File: src/rtl/sar_sdo_pkg.sv
package sar_sdo_pkg;

  typedef enum logic [1:0] {
    FR_IDLE  = 2'd0,
    FR_SHIFT = 2'd1,
    FR_DONE  = 2'd2
  } frame_state_t;

endpackage

File: src/rtl/sar_edge_det.sv
module sar_edge_det #(
  parameter int W = 2
) (
  input  logic         clk,
  input  logic         rst,
  input  logic [W-1:0] sig,
  output logic [W-1:0] fall
);

  logic [W-1:0] sig_q;

  // previous-sample register, reset low so no falling edge is seen at release
  always_ff @(posedge clk) begin
    if (rst) sig_q <= '0;
    else     sig_q <= sig;
  end

  for (genvar i = 0; i < W; i++) begin : g_fall
    assign fall[i] = sig_q[i] & ~sig[i];
  end

endmodule

File: src/rtl/sar_frame_ctl.sv
module sar_frame_ctl
  import sar_sdo_pkg::*;
#(
  parameter int FRAME_EDGES = 16,
  parameter int SAMPLE_EDGE = 1,
  parameter int CONV_CLKS   = 13
) (
  input  logic clk,
  input  logic rst,
  input  logic cs_n,
  input  logic cs_fall,
  input  logic sck_fall,
  output logic load,
  output logic shift,
  output logic last,
  output logic sample_done,
  output logic conv_done
);

  localparam int CNT_W = $clog2(FRAME_EDGES + 1);
  localparam logic [CNT_W-1:0] LAST_CNT   = CNT_W'(FRAME_EDGES);
  localparam logic [CNT_W-1:0] SAMPLE_CNT = CNT_W'(SAMPLE_EDGE);
  localparam logic [CNT_W-1:0] CONV_CNT   = CNT_W'(SAMPLE_EDGE + CONV_CLKS);

  frame_state_t      state;
  logic [CNT_W-1:0]  cnt;
  logic [CNT_W-1:0]  cnt_nxt;

  assign cnt_nxt = cnt + 1'b1;
  assign load    = cs_fall & ~cs_n & (state == FR_IDLE);
  assign shift   = sck_fall & ~cs_n & (state == FR_SHIFT);
  assign last    = shift & (cnt_nxt == LAST_CNT);

  always_ff @(posedge clk) begin
    if (rst || cs_n) begin
      state <= FR_IDLE;
      cnt   <= '0;
    end else begin
      case (state)
        FR_IDLE: begin
          if (load) begin
            state <= FR_SHIFT;
            cnt   <= '0;
          end
        end
        FR_SHIFT: begin
          if (shift) begin
            cnt <= cnt_nxt;
            if (last) state <= FR_DONE;
          end
        end
        default: state <= state;
      endcase
    end
  end

  always_ff @(posedge clk) begin
    if (rst) begin
      sample_done <= 1'b0;
      conv_done   <= 1'b0;
    end else begin
      sample_done <= shift & (cnt_nxt == SAMPLE_CNT);
      conv_done   <= shift & (cnt_nxt == CONV_CNT);
    end
  end

endmodule

File: src/rtl/sar_shift_out.sv
module sar_shift_out #(
  parameter int DATA_W     = 12,
  parameter int LEAD_ZEROS = 2
) (
  input  logic              clk,
  input  logic              rst,
  input  logic              cs_n,
  input  logic              load,
  input  logic              shift,
  input  logic              last,
  input  logic [DATA_W-1:0] result,
  output logic              sdo_d,
  output logic              sdo_oe
);

  // bits that follow the first leading zero, which is driven on load
  localparam int SH_W = DATA_W + LEAD_ZEROS - 1;

  logic [SH_W-1:0] shreg;

  always_ff @(posedge clk) begin
    if (rst) begin
      shreg <= '0;
      sdo_d <= 1'b0;
    end else if (load) begin
      shreg <= SH_W'(result);
      sdo_d <= 1'b0;
    end else if (shift) begin
      shreg <= {shreg[SH_W-2:0], 1'b0};
      sdo_d <= shreg[SH_W-1];
    end
  end

  always_ff @(posedge clk) begin
    if (rst || cs_n)   sdo_oe <= 1'b0;
    else if (load)     sdo_oe <= 1'b1;
    else if (last)     sdo_oe <= 1'b0;
  end

endmodule

File: src/rtl/sar_sdo_port.sv
module sar_sdo_port #(
  parameter int DATA_W      = 12,
  parameter int LEAD_ZEROS  = 2,
  parameter int FRAME_EDGES = 16,
  parameter int SAMPLE_EDGE = 1,
  parameter int CONV_CLKS   = 13
) (
  input  logic              clk,
  input  logic              rst,
  input  logic              cs_n,
  input  logic              sck,
  input  logic [DATA_W-1:0] result,
  output logic              sdo_d,
  output logic              sdo_oe,
  output logic              sample_done,
  output logic              conv_done
);

  logic [1:0] falls;
  logic       load;
  logic       shift;
  logic       last;

  sar_edge_det #(.W(2)) u_edge (
    .clk  (clk),
    .rst  (rst),
    .sig  ({sck, cs_n}),
    .fall (falls)
  );

  sar_frame_ctl #(
    .FRAME_EDGES (FRAME_EDGES),
    .SAMPLE_EDGE (SAMPLE_EDGE),
    .CONV_CLKS   (CONV_CLKS)
  ) u_ctl (
    .clk         (clk),
    .rst         (rst),
    .cs_n        (cs_n),
    .cs_fall     (falls[0]),
    .sck_fall    (falls[1]),
    .load        (load),
    .shift       (shift),
    .last        (last),
    .sample_done (sample_done),
    .conv_done   (conv_done)
  );

  sar_shift_out #(
    .DATA_W     (DATA_W),
    .LEAD_ZEROS (LEAD_ZEROS)
  ) u_out (
    .clk    (clk),
    .rst    (rst),
    .cs_n   (cs_n),
    .load   (load),
    .shift  (shift),
    .last   (last),
    .result (result),
    .sdo_d  (sdo_d),
    .sdo_oe (sdo_oe)
  );

endmodule

File: config.mk
export PLATFORM = sky130hd
export DESIGN_NAME = sar_sdo_port
export DESIGN_NICKNAME = d
export VERILOG_FILES = /design/src/rtl/sar_sdo_pkg.sv /design/src/rtl/sar_edge_det.sv /design/src/rtl/sar_frame_ctl.sv /design/src/rtl/sar_shift_out.sv /design/src/rtl/sar_sdo_port.sv
export SDC_FILE = /design/constraint.sdc
export NUM_CORES = 1
export LEC_CHECK = 0
export ABC_AREA = 1
export BUFFER_PORTS_ARGS = -buffer_cell sky130_fd_sc_hd__buf_2
export CAP_MARGIN = 40
export CORE_ASPECT_RATIO = 0.75
export CORE_MARGIN = 4
export CORE_UTILIZATION = 36
export DETAILED_ROUTE_END_ITERATION = 12
export PLACE_DENSITY = 0.51
export SYNTH_ARGS = -nofsm -noshare
export SYNTH_HDL_FRONTEND = slang
export SYNTH_SLANG_ARGS = --single-unit
File: constraint.sdc
create_clock -name clk -period 3.09 [get_ports clk]
set_clock_uncertainty 0.05 [all_clocks]
set_input_delay 0.309 -clock clk [delete_from_list [all_inputs] [get_ports clk]]
set_output_delay 0.309 -clock clk [all_outputs]
set_load 0.01 [all_outputs]
==> results of run 1 <==
[cell type report]
type | count | area, µm²
clock buffer | 4 | 55.1
fill | 351 | 1930
inverter | 14 | 56.3
multi-input combinational | 129 | 652
sequential | 26 | 520
tap | 40 | 50.0
timing repair buffer | 19 | 95.1
[worst register-to-register path, stage by stage (launching register included)]
cell	delay, ns
dfxtp_1	0.47
ha_1	0.25
nand3_1	0.09
nand2_1	0.08
nand2_1	0.07
nor2_1	0.14
nand2_1	0.09
nand3_1	0.07
nand2_1	0.05
[power by group through the flow]
stage	logic (mW)	registers (mW)	clock network [mW]
finish	0.0458	0.342	0.216
global route	0.0524	0.343	0.239
CTS	0.0466	0.342	0.227
detailed placement	0.0464	0.350	0
global placement	0.0462	0.350	0
floorplan	0.0315	0.349	0
[cell usage in the layout, fill, tap and decap left out, drive strengths merged, types with 2 or more instances in the layout]
cell type and instances:
nand2 74, dfxtp 26, a21oi 20, buf 19, nor2 16, inv 13, nand3 8, ha 4
clkbuf 4, nand4 2, o21ai 2
[sequential cells by signal, indices dropped and copies added (netlist names)]
| register | count |
|---|---|
| u_out.shreg | 13 |
| u_ctl.cnt | 5 |
| u_ctl.state | 2 |
| u_edge.sig_q | 2 |
| u_ctl.conv_done | 1 |
| u_ctl.sample_done | 1 |
| u_out.sdo_d | 1 |
| u_out.sdo_oe | 1 |
[logic make-up (layout without fill, tap and decap cells)]
logic type / after synthesis / in the layout / synth area share
compound gates: 24 / 24 / 0.120
fa+ha+maj: 4 / 4 / 0.0393
buf+inv: 19 / 37 / 0.0805
simple gates: 100 / 100 / 0.345
xor+xnor: 1 / 1 / 0.00687
flops: 26 / 26 / 0.408
[worst min-delay path by stage]
stage | cells past startpoint | start | slack [ns] | endpoint
6_report | 3 | sck | 0.21 | u_edge.sig_q[1]
5_1_grt | 3 | sck | 0.22 | u_edge.sig_q[1]
4_1_cts | 3 | sck | 0.21 | u_edge.sig_q[1]
3_5_place_dp | 2 | u_out.sdo_d | 0.40 | u_out.sdo_d
3_3_place_gp | 2 | u_out.shreg[12] | 0.40 | u_out.shreg[12]
2_1_floorplan | 1 | rst | 0.33 | u_out.shreg[3]
[per-stage QoR]
step / cell area [µm²] / worst slack [ns] / hold slack, ns / cells
2_1_floorplan: 1270 / 1.76 / 0.328 / 174
3_3_place_gp: 1370 / 1.67 / 0.398 / 228
3_5_place_dp: 1370 / 1.65 / 0.400 / 228
4_1_cts: 1430 / 1.63 / 0.210 / 232
5_1_grt: 1430 / 1.43 / 0.223 / 232
6_report: 1430 / 1.64 / 0.215 / 232
[metal layers]
| metal | global-route usage | part of all wire | up-vias |
|---|---|---|---|
| met1 | 0.166 | 0.55 | 440 |
| met4 | 0.0388 | 0.017 | 0 |
| met2 | 0.186 | 0.39 | 16 |
| met3 | 0.0410 | 0.040 | 4 |
| met5 | 0 | 0 | - |
| li1 | - | - | 582 |
==> flow_summary.html, run 1 <==
<table>
<tr><th>Metric</th><th>Value</th></tr>
<tr><th colspan="2">Logic synthesis</th></tr>
<tr><td>Mean instance size in the synthesized netlist</td><td>around 7.3 µm²</td></tr>
<tr><td>Mapped Nets</td><td>194</td></tr>
<tr><td>Library cell occupying the most area in the post-synthesis netlist</td><td>dfxtp_1</td></tr>
<tr><td>Number of enable-type register cells in the synthesized netlist</td><td>0</td></tr>
<tr><td>Yosys top cell area share</td><td>0.408</td></tr>
<tr><td>Top cell types by occurrence after synthesis</td><td>nand2_1 (64), dfxtp_1 (26), a21oi_1 (14), nor2_1 (12), inv_1 (10)</td></tr>
<tr><td>Count of synthesis-stage warnings from yosys</td><td>0</td></tr>
<tr><td>Top flip-flop cell by instance count after synthesis</td><td>dfxtp_1</td></tr>
<tr><td>Fraction of synthesis flops using an asynchronous set or reset pin</td><td>0</td></tr>
<tr><td>Seq/Total Area, Yosys</td><td>0.408</td></tr>
<tr><td>Post-Syn Instances</td><td>about 170</td></tr>
<tr><td>Synth cell types</td><td>23</td></tr>
<tr><td>Top cells by area in the synthesized netlist</td><td>dfxtp_1 (41%), nand2_1 (19%), a21oi_1 (5.5%)</td></tr>
<tr><td>Register bit total from synthesis</td><td>26</td></tr>
<tr><td>Most numerous cell in the Yosys netlist</td><td>nand2_1</td></tr>
<tr><td>Post-synthesis instance area</td><td>~0.0013 mm²</td></tr>
<tr><th colspan="2">Finish</th></tr>
<tr><td>Share of cells above drive strength 1</td><td>0.250</td></tr>
<tr><td>Antenna fix cells</td><td>0</td></tr>
<tr><td>Layout overhead on the synthesized area</td><td>12.1%</td></tr>
<tr><td>NumNets Final</td><td>roughly 210</td></tr>
<tr><td>Final Util</td><td>0.426</td></tr>
<tr><th colspan="2">STA</th></tr>
<tr><td>Fin crit share</td><td>0.470</td></tr>
<tr><td>Count of endpoints failing setup in the final report</td><td>0</td></tr>
<tr><td>Highest clock rate</td><td>0.688 GHz</td></tr>
<tr><td>Max transition margin</td><td>0.760</td></tr>
<tr><td>Final-layout setup total negative slack</td><td>0 ns</td></tr>
<tr><td>Worst-Margin Slew</td><td>0.359 ns</td></tr>
<tr><td>Final hold viol count</td><td>0</td></tr>
<tr><td>Total count of max-transition violations in the final report</td><td>0</td></tr>
<tr><td>Post-route minimum period</td><td>~1.5 ns</td></tr>
<tr><td>Setup repair after global routing missed its margin</td><td>false</td></tr>
<tr><th colspan="2">Pwr</th></tr>
<tr><td>Share of total power in combinational logic</td><td>0.076</td></tr>
<tr><td>Portion of total power attributed to the clock network</td><td>0.358</td></tr>
<tr><td>Power after layout</td><td>slightly above 600 µW</td></tr>
<tr><td>Highest ir drop seen on vdd</td><td>0.000265 V</td></tr>
<tr><td>Part of the total power dissipated in sequential elements</td><td>0.566</td></tr>
<tr><td>Switching power total</td><td>around 130 µW</td></tr>
<tr><td>Total internal power</td><td>469 µW</td></tr>
<tr><td>Switching power share of the total</td><td>0.223</td></tr>
<tr><td>Power per unit of standard cell area</td><td>around 420 mW/mm²</td></tr>
<tr><td>Leakage power summed over all cells</td><td>about 0.62 nW</td></tr>
<tr><th colspan="2">Worst setup path</th></tr>
<tr><td>Slowest cell on crit path</td><td>dfxtp_1</td></tr>
<tr><td>Crit path max-delay family</td><td>simple AND/OR/NAND/NOR gates</td></tr>
<tr><td>Endpoint of the worst-slack reg-to-reg timing path</td><td>u_out.sdo_oe</td></tr>
<tr><td>Largest stage delay, worst path</td><td>~0.47 ns</td></tr>
<tr><td>Crit path required time</td><td>3.21 ns</td></tr>
<tr><td>Crit path from</td><td>u_ctl.cnt[0]</td></tr>
<tr><td>Type of the setup path with the least slack</td><td>register to register</td></tr>
<tr><td>CP max FO</td><td>8</td></tr>
<tr><td>Cells on worst reg2reg path</td><td>8</td></tr>
<tr><td>Crit. path cell count</td><td>8</td></tr>
<tr><td>Reg-to-reg slack, setup</td><td>roughly 1.6 ns</td></tr>
<tr><td>Worst path most repeated cell</td><td>nand2_1</td></tr>
<tr><td>Worst path buffer plus inverter count</td><td>0</td></tr>
<tr><td>Capturing element type of the critical path</td><td>register</td></tr>
<tr><td>Startpoint type of the worst setup path</td><td>register</td></tr>
<tr><td>Cell-by-cell listing of the critical path</td><td>ha_1 -&gt; nand3_1 -&gt; nand2_1 -&gt; nand2_1 -&gt; nor2_1 -&gt; nand2_1 -&gt; nand3_1 -&gt; nand2_1</td></tr>
<tr><td>Crit Reg-Reg Startpoint</td><td>u_ctl.cnt[0]</td></tr>
<tr><td>Critical Path AT</td><td>about 1.6 ns</td></tr>
<tr><td>Critical Path End</td><td>u_out.sdo_oe</td></tr>
<tr><th colspan="2">Drt</th></tr>
<tr><td>Detail-routed net length per standard cell</td><td>about 11 µm</td></tr>
<tr><td>Initial DRC count</td><td>20</td></tr>
<tr><td>Total wire length</td><td>roughly 2600 µm</td></tr>
<tr><td>Number of detailed-routing iterations run before antenna repair</td><td>4</td></tr>
<tr><td>Vias per cell</td><td>~4.5</td></tr>
<tr><td>Total number of vias</td><td>~1,000</td></tr>
<tr><td>Number of remaining DRC errors</td><td>0</td></tr>
<tr><td>Count of nets left with antenna violations after detail routing</td><td>0</td></tr>
<tr><th colspan="2">Clocking</th></tr>
<tr><td>CTS clk-pin slew, worst paths</td><td>roughly 0.090 ns</td></tr>
<tr><td>Number of setup buffers added after CTS</td><td>0</td></tr>
<tr><td>Clock latency on the worst-skew pair</td><td>0.27 ns</td></tr>
<tr><td>Number of H-tree levels</td><td>1</td></tr>
<tr><td>Quantity of hold-fixing buffers added after cts</td><td>0</td></tr>
<tr><td>Number of buffers inserted during clock tree synthesis</td><td>3</td></tr>
<tr><td>Buffer type at the clock tree root</td><td>clkbuf_8</td></tr>
<tr><td>Maximum clock path buffer count</td><td>2</td></tr>
<tr><td>TritonCTS clock tree</td><td>built</td></tr>
<tr><td>Count of instances resized after the clock tree is built</td><td>0</td></tr>
<tr><td>TritonCTS sink count</td><td>26</td></tr>
<tr><th colspan="2">Floorplan</th></tr>
<tr><td>Effective utilization at floorplan</td><td>0.380</td></tr>
<tr><td>Core area</td><td>0.00336 mm²</td></tr>
<tr><td>Die width</td><td>76.7 µm</td></tr>
<tr><td>Die footprint</td><td>0.00457 mm²</td></tr>
<tr><td>Cell Rows</td><td>18</td></tr>
<tr><td>Number of top-level pins</td><td>20</td></tr>
<tr><td>Floorplan die height</td><td>roughly 60 µm</td></tr>
<tr><th colspan="2">Placed design</th></tr>
<tr><td>Port Buffer Count</td><td>19</td></tr>
<tr><td>Routability Congestion</td><td>a little under 0.8</td></tr>
<tr><td>Post-DP HPWL</td><td>roughly 1900 µm</td></tr>
<tr><th colspan="2">Outcome</th></tr>
<tr><td>Outcome</td><td>completed</td></tr>
<tr><th colspan="2">Min path</th></tr>
<tr><td>Worst Hold Class</td><td>input port to register</td></tr>
<tr><th colspan="2">Global route</th></tr>
<tr><td>Number of global-route vias before repair</td><td>1,016</td></tr>
<tr><td>Global router's overall resource usage</td><td>0.123</td></tr>
<tr><td>Pin count of the biggest net entering global routing</td><td>16</td></tr>
<tr><td>Initial antenna violation count</td><td>0</td></tr>
<tr><td>Wire length of the first global-routing pass</td><td>between 4000 and 5000 µm</td></tr>
<tr><td>Remaining Overflow, GRT</td><td>0</td></tr>
<tr><th colspan="2">Job</th></tr>
<tr><td>Number of max-cap violations</td><td>0</td></tr>
</table>
No activity file was read; power rests on OpenSTA's default activity.
==> inputs of run 2 (changes only) <==
- PLACE_DENSITY: 0.51 -> 0.53
- clock period: 3.09 -> 1.2 ns (I/O delays scaled with it)
==> run 2 against run 1 <==
Effect of this change:
- the run now ends with setup timing left
- via count grew 15%
- routed wire length grew 25%
- core utilization grew 13 points
- hold slack lost 0.19 ns
- first-iteration DRC count grew to 3.0 times the previous value
- highest routed layer unchanged
==> flow_summary.html, run 2 (synthesis results as in run 1) <==
<table>
<tr><th>Metric</th><th>Value</th></tr>
<tr><th colspan="2">Outcome</th></tr>
<tr><td>Outcome</td><td>finished, violations left</td></tr>
<tr><td>Violations in the final reports</td><td>setup timing</td></tr>
<tr><th colspan="2">Finish</th></tr>
<tr><td>Register with the most flip-flops</td><td>u_out.shreg</td></tr>
<tr><td>Share of cells above drive strength 1</td><td>0.552 (+0.302)</td></tr>
<tr><td>Largest register FFs</td><td>13 (unchanged)</td></tr>
<tr><td>Most frequent cells in the layout</td><td>nand2_1 (37), nand2_2 (27), buf_2 (19), dfxtp_1 (19)</td></tr>
<tr><td>Antenna fix cells</td><td>0 (unchanged)</td></tr>
<tr><td>Post-route design area</td><td>0.00185 mm² (+30%)</td></tr>
<tr><td>Post-Layout Cell Count</td><td>252 (+8.6%)</td></tr>
<tr><td>FILL cells</td><td>328 (-6.6%)</td></tr>
<tr><td>Layout overhead on the synthesized area</td><td>45.3%</td></tr>
<tr><td>NumNets Final</td><td>233 (+9.4%)</td></tr>
<tr><td>Leading cell type in the layout, fill and taps excluded</td><td>nand2_1</td></tr>
<tr><td>Top flop regs</td><td>u_out.shreg (13), u_ctl.cnt (5)</td></tr>
<tr><th colspan="2">Clocking</th></tr>
<tr><td>Quantity of hold-fixing buffers added after cts</td><td>0 (unchanged)</td></tr>
<tr><td>TritonCTS clock tree</td><td>built</td></tr>
<tr><td>TritonCTS sink count</td><td>26 (unchanged)</td></tr>
<tr><td>Number of H-tree levels</td><td>1 (unchanged)</td></tr>
<tr><td>Maximum clock path buffer count</td><td>2 (unchanged)</td></tr>
<tr><td>Number of buffers inserted during clock tree synthesis</td><td>3 (unchanged)</td></tr>
<tr><td>Clock latency on the worst-skew pair</td><td>0.27 ns (about the same)</td></tr>
<tr><td>Buffer type at the clock tree root</td><td>clkbuf_8</td></tr>
<tr><td>CTS clk-pin slew, worst paths</td><td>0.09 ns (about the same)</td></tr>
<tr><th colspan="2">Floorplan</th></tr>
<tr><td>Core area</td><td>0.00336 mm² (unchanged)</td></tr>
<tr><td>Effective utilization at floorplan</td><td>0.380 (unchanged)</td></tr>
<tr><td>Die footprint</td><td>0.00457 mm² (unchanged)</td></tr>
<tr><td>Number of top-level pins</td><td>20 (unchanged)</td></tr>
<tr><td>Cell Rows</td><td>18 (unchanged)</td></tr>
<tr><td>Die width</td><td>76.7 µm (unchanged)</td></tr>
<tr><td>Floorplan die height</td><td>59.5 µm (unchanged)</td></tr>
<tr><th colspan="2">Pwr</th></tr>
<tr><td>Highest ir drop seen on vdd</td><td>0.000588 V (+120%)</td></tr>
<tr><td>Power after layout</td><td>1.58 mW (+160%)</td></tr>
<tr><td>Power per unit of standard cell area</td><td>850 mW/mm² (+100%)</td></tr>
<tr><td>Leakage power summed over all cells</td><td>0.821 nW (+32%)</td></tr>
<tr><th colspan="2">STA</th></tr>
<tr><td>Fin crit share</td><td>1.05 (+0.577)</td></tr>
<tr><td>Final hold viol count</td><td>0 (unchanged)</td></tr>
<tr><td>Final-layout setup total negative slack</td><td>-0.101 ns (-0.101 ns)</td></tr>
<tr><td>Max transition margin</td><td>0.815 (+0.0547)</td></tr>
<tr><td>Worst-Margin Slew</td><td>0.277 ns (-0.0820 ns)</td></tr>
<tr><td>Total count of max-transition violations in the final report</td><td>0 (unchanged)</td></tr>
<tr><td>Post-route minimum period</td><td>1.26 ns (-0.196 ns)</td></tr>
<tr><td>Setup repair after global routing missed its margin</td><td>true</td></tr>
<tr><td>Highest clock rate</td><td>0.796 GHz (+16%)</td></tr>
<tr><td>Count of endpoints failing setup in the final report</td><td>2 (+2)</td></tr>
<tr><td>Setup slack of the critical path after layout</td><td>-0.0570 ns (-1.69 ns)</td></tr>
<tr><th colspan="2">Global route</th></tr>
<tr><td>Pin count of the biggest net entering global routing</td><td>16 (unchanged)</td></tr>
<tr><td>Wire length of the first global-routing pass</td><td>5000 µm (+12%)</td></tr>
<tr><td>Initial antenna violation count</td><td>0 (unchanged)</td></tr>
<tr><td>Global router's overall resource usage</td><td>0.140 (+0.0173)</td></tr>
<tr><td>Number of global-route vias before repair</td><td>1,128 (+11%)</td></tr>
<tr><td>Remaining Overflow, GRT</td><td>0 (unchanged)</td></tr>
<tr><th colspan="2">Drt</th></tr>
<tr><td>Initial DRC count</td><td>59 (+200%)</td></tr>
<tr><td>Total wire length</td><td>3190 µm (+25%)</td></tr>
<tr><td>Number of remaining DRC errors</td><td>0 (unchanged)</td></tr>
<tr><td>Count of nets left with antenna violations after detail routing</td><td>0 (unchanged)</td></tr>
<tr><td>Detail-routed net length per standard cell</td><td>12.7 µm (+15%)</td></tr>
<tr><td>Vias per cell</td><td>4.77 (+6.1%)</td></tr>
<tr><td>Number of detailed-routing iterations run before antenna repair</td><td>4 (unchanged)</td></tr>
<tr><td>Total number of vias</td><td>1,201 (+15%)</td></tr>
<tr><th colspan="2">Placed design</th></tr>
<tr><td>Routability Congestion</td><td>0.758 (-3.6%)</td></tr>
<tr><td>Port Buffer Count</td><td>19 (unchanged)</td></tr>
<tr><td>Area of placed instances</td><td>0.00150 mm² (+8.9%)</td></tr>
<tr><td>Worst setup timing slack at the placement stage</td><td>-0.0703 ns (-1.72 ns)</td></tr>
<tr><td>Cell Count Post-Placement</td><td>242 (+6.1%)</td></tr>
<tr><td>Post-DP HPWL</td><td>2080 µm (+9.8%)</td></tr>
<tr><th colspan="2">Worst setup path</th></tr>
<tr><td>Type of the setup path with the least slack</td><td>register to register</td></tr>
<tr><td>Crit path required time</td><td>1.35 ns (-1.86 ns)</td></tr>
<tr><td>Worst path buffer plus inverter count</td><td>0 (unchanged)</td></tr>
<tr><td>Capturing element type of the critical path</td><td>register</td></tr>
<tr><td>Critical Path AT</td><td>1.41 ns (-0.16 ns)</td></tr>
<tr><td>Startpoint type of the worst setup path</td><td>register</td></tr>
<tr><td>Worst path most repeated cell</td><td>nand2_2</td></tr>
<tr><td>CP max FO</td><td>5 (-3)</td></tr>
<tr><td>Slowest cell on crit path</td><td>dfxtp_4</td></tr>
<tr><td>Largest stage delay, worst path</td><td>0.39 ns (-0.08 ns)</td></tr>
<tr><td>Crit path max-delay family</td><td>simple AND/OR/NAND/NOR gates</td></tr>
<tr><td>Cell-by-cell listing of the critical path</td><td>ha_4 -&gt; nand3_2 -&gt; nand2_2 -&gt; nand2_2 -&gt; nor2_4 -&gt; nand2_2 -&gt; a21oi_2</td></tr>
<tr><th colspan="2">Job</th></tr>
<tr><td>Number of max-cap violations</td><td>0 (unchanged)</td></tr>
<tr><th colspan="2">Min path</th></tr>
<tr><td>Worst Hold Class</td><td>input port to register</td></tr>
</table>
## run 2: cell types whose count changed in the layout (fill, tap and decap cells not counted), moves of 6 or more
cell,before,now
a21oi_2,6,12
dfxtp_1,26,19
nand2_4,3,9
buf_4,0,12
nand2_2,7,27
nand2_1,64,37
a21oi_1,14,8
## run 2: report_power, final
| part | total [mW] | switching [mW] | internal, mW | leakage, nW |
|---|---|---|---|---|
| Combinational | 0.193 | 0.113 | 0.0797 | 0.584 |
| Clock | 0.504 | 0.266 | 0.238 | 0.0228 |
| Sequential | 0.879 | 0.00826 | 0.871 | 0.214 |
## run 2: final cells by class
cell class / count / area [µm²] / share of cell area
clock buffer: 4 / 45.0 / 0.0243
inverter: 14 / 77.6 / 0.0419
multi-input combinational: 129 / 853 / 0.460
sequential: 26 / 534 / 0.288
tap: 40 / 50.0 / 0.0270
timing repair buffer: 38 / 282 / 0.152
timing repair inverter: 1 / 11.3 / 0.00608
## run 2: worst min-delay path, cell delays in order
cell,delay (ns)
buf_2,0.08
inv_2,0.04
nor2_1,0.07
## run 2: timing repair
action	4_1_cts	5_1_grt
pin swaps	2	40
hold endpoints to repair	0	0
cloned	0	2
resized for setup	4	71
endpoints found under the setup margin	16	21
buffers inserted	2	3
## run 2: final timing paths
kind              slack (ns)             from  depth (start not counted)         endpoint
setup / recovery       -0.06     u_ctl.cnt[1]                          7   u_ctl.state[1]
hold / removal          0.03              sck                          3  u_edge.sig_q[1]
setup reg to reg       -0.06     u_ctl.cnt[1]                          7   u_ctl.state[1]
hold reg to reg         0.42  u_out.shreg[12]                          2  u_out.shreg[12]
## run 2: routing by layer
| layer | GRT usage | vias up | part of all wire |
|---|---|---|---|
| li1 | - | 623 | - |
| met4 | 0.0465 | 0 | 0.011 |
| met2 | 0.222 | 23 | 0.46 |
| met3 | 0.0471 | 4 | 0.044 |
| met5 | 0 | - | 0 |
| met1 | 0.181 | 551 | 0.48 |
## run 2: stage by stage
step | hold WS (ns) | utilization
after floorplan | 0.139 | -
after global placement | 0.295 | 0.446
after detailed placement | 0.300 | 0.446
after CTS | 0.0165 | 0.468
after global routing | 0.0346 | 0.552
final | 0.0255 | 0.552
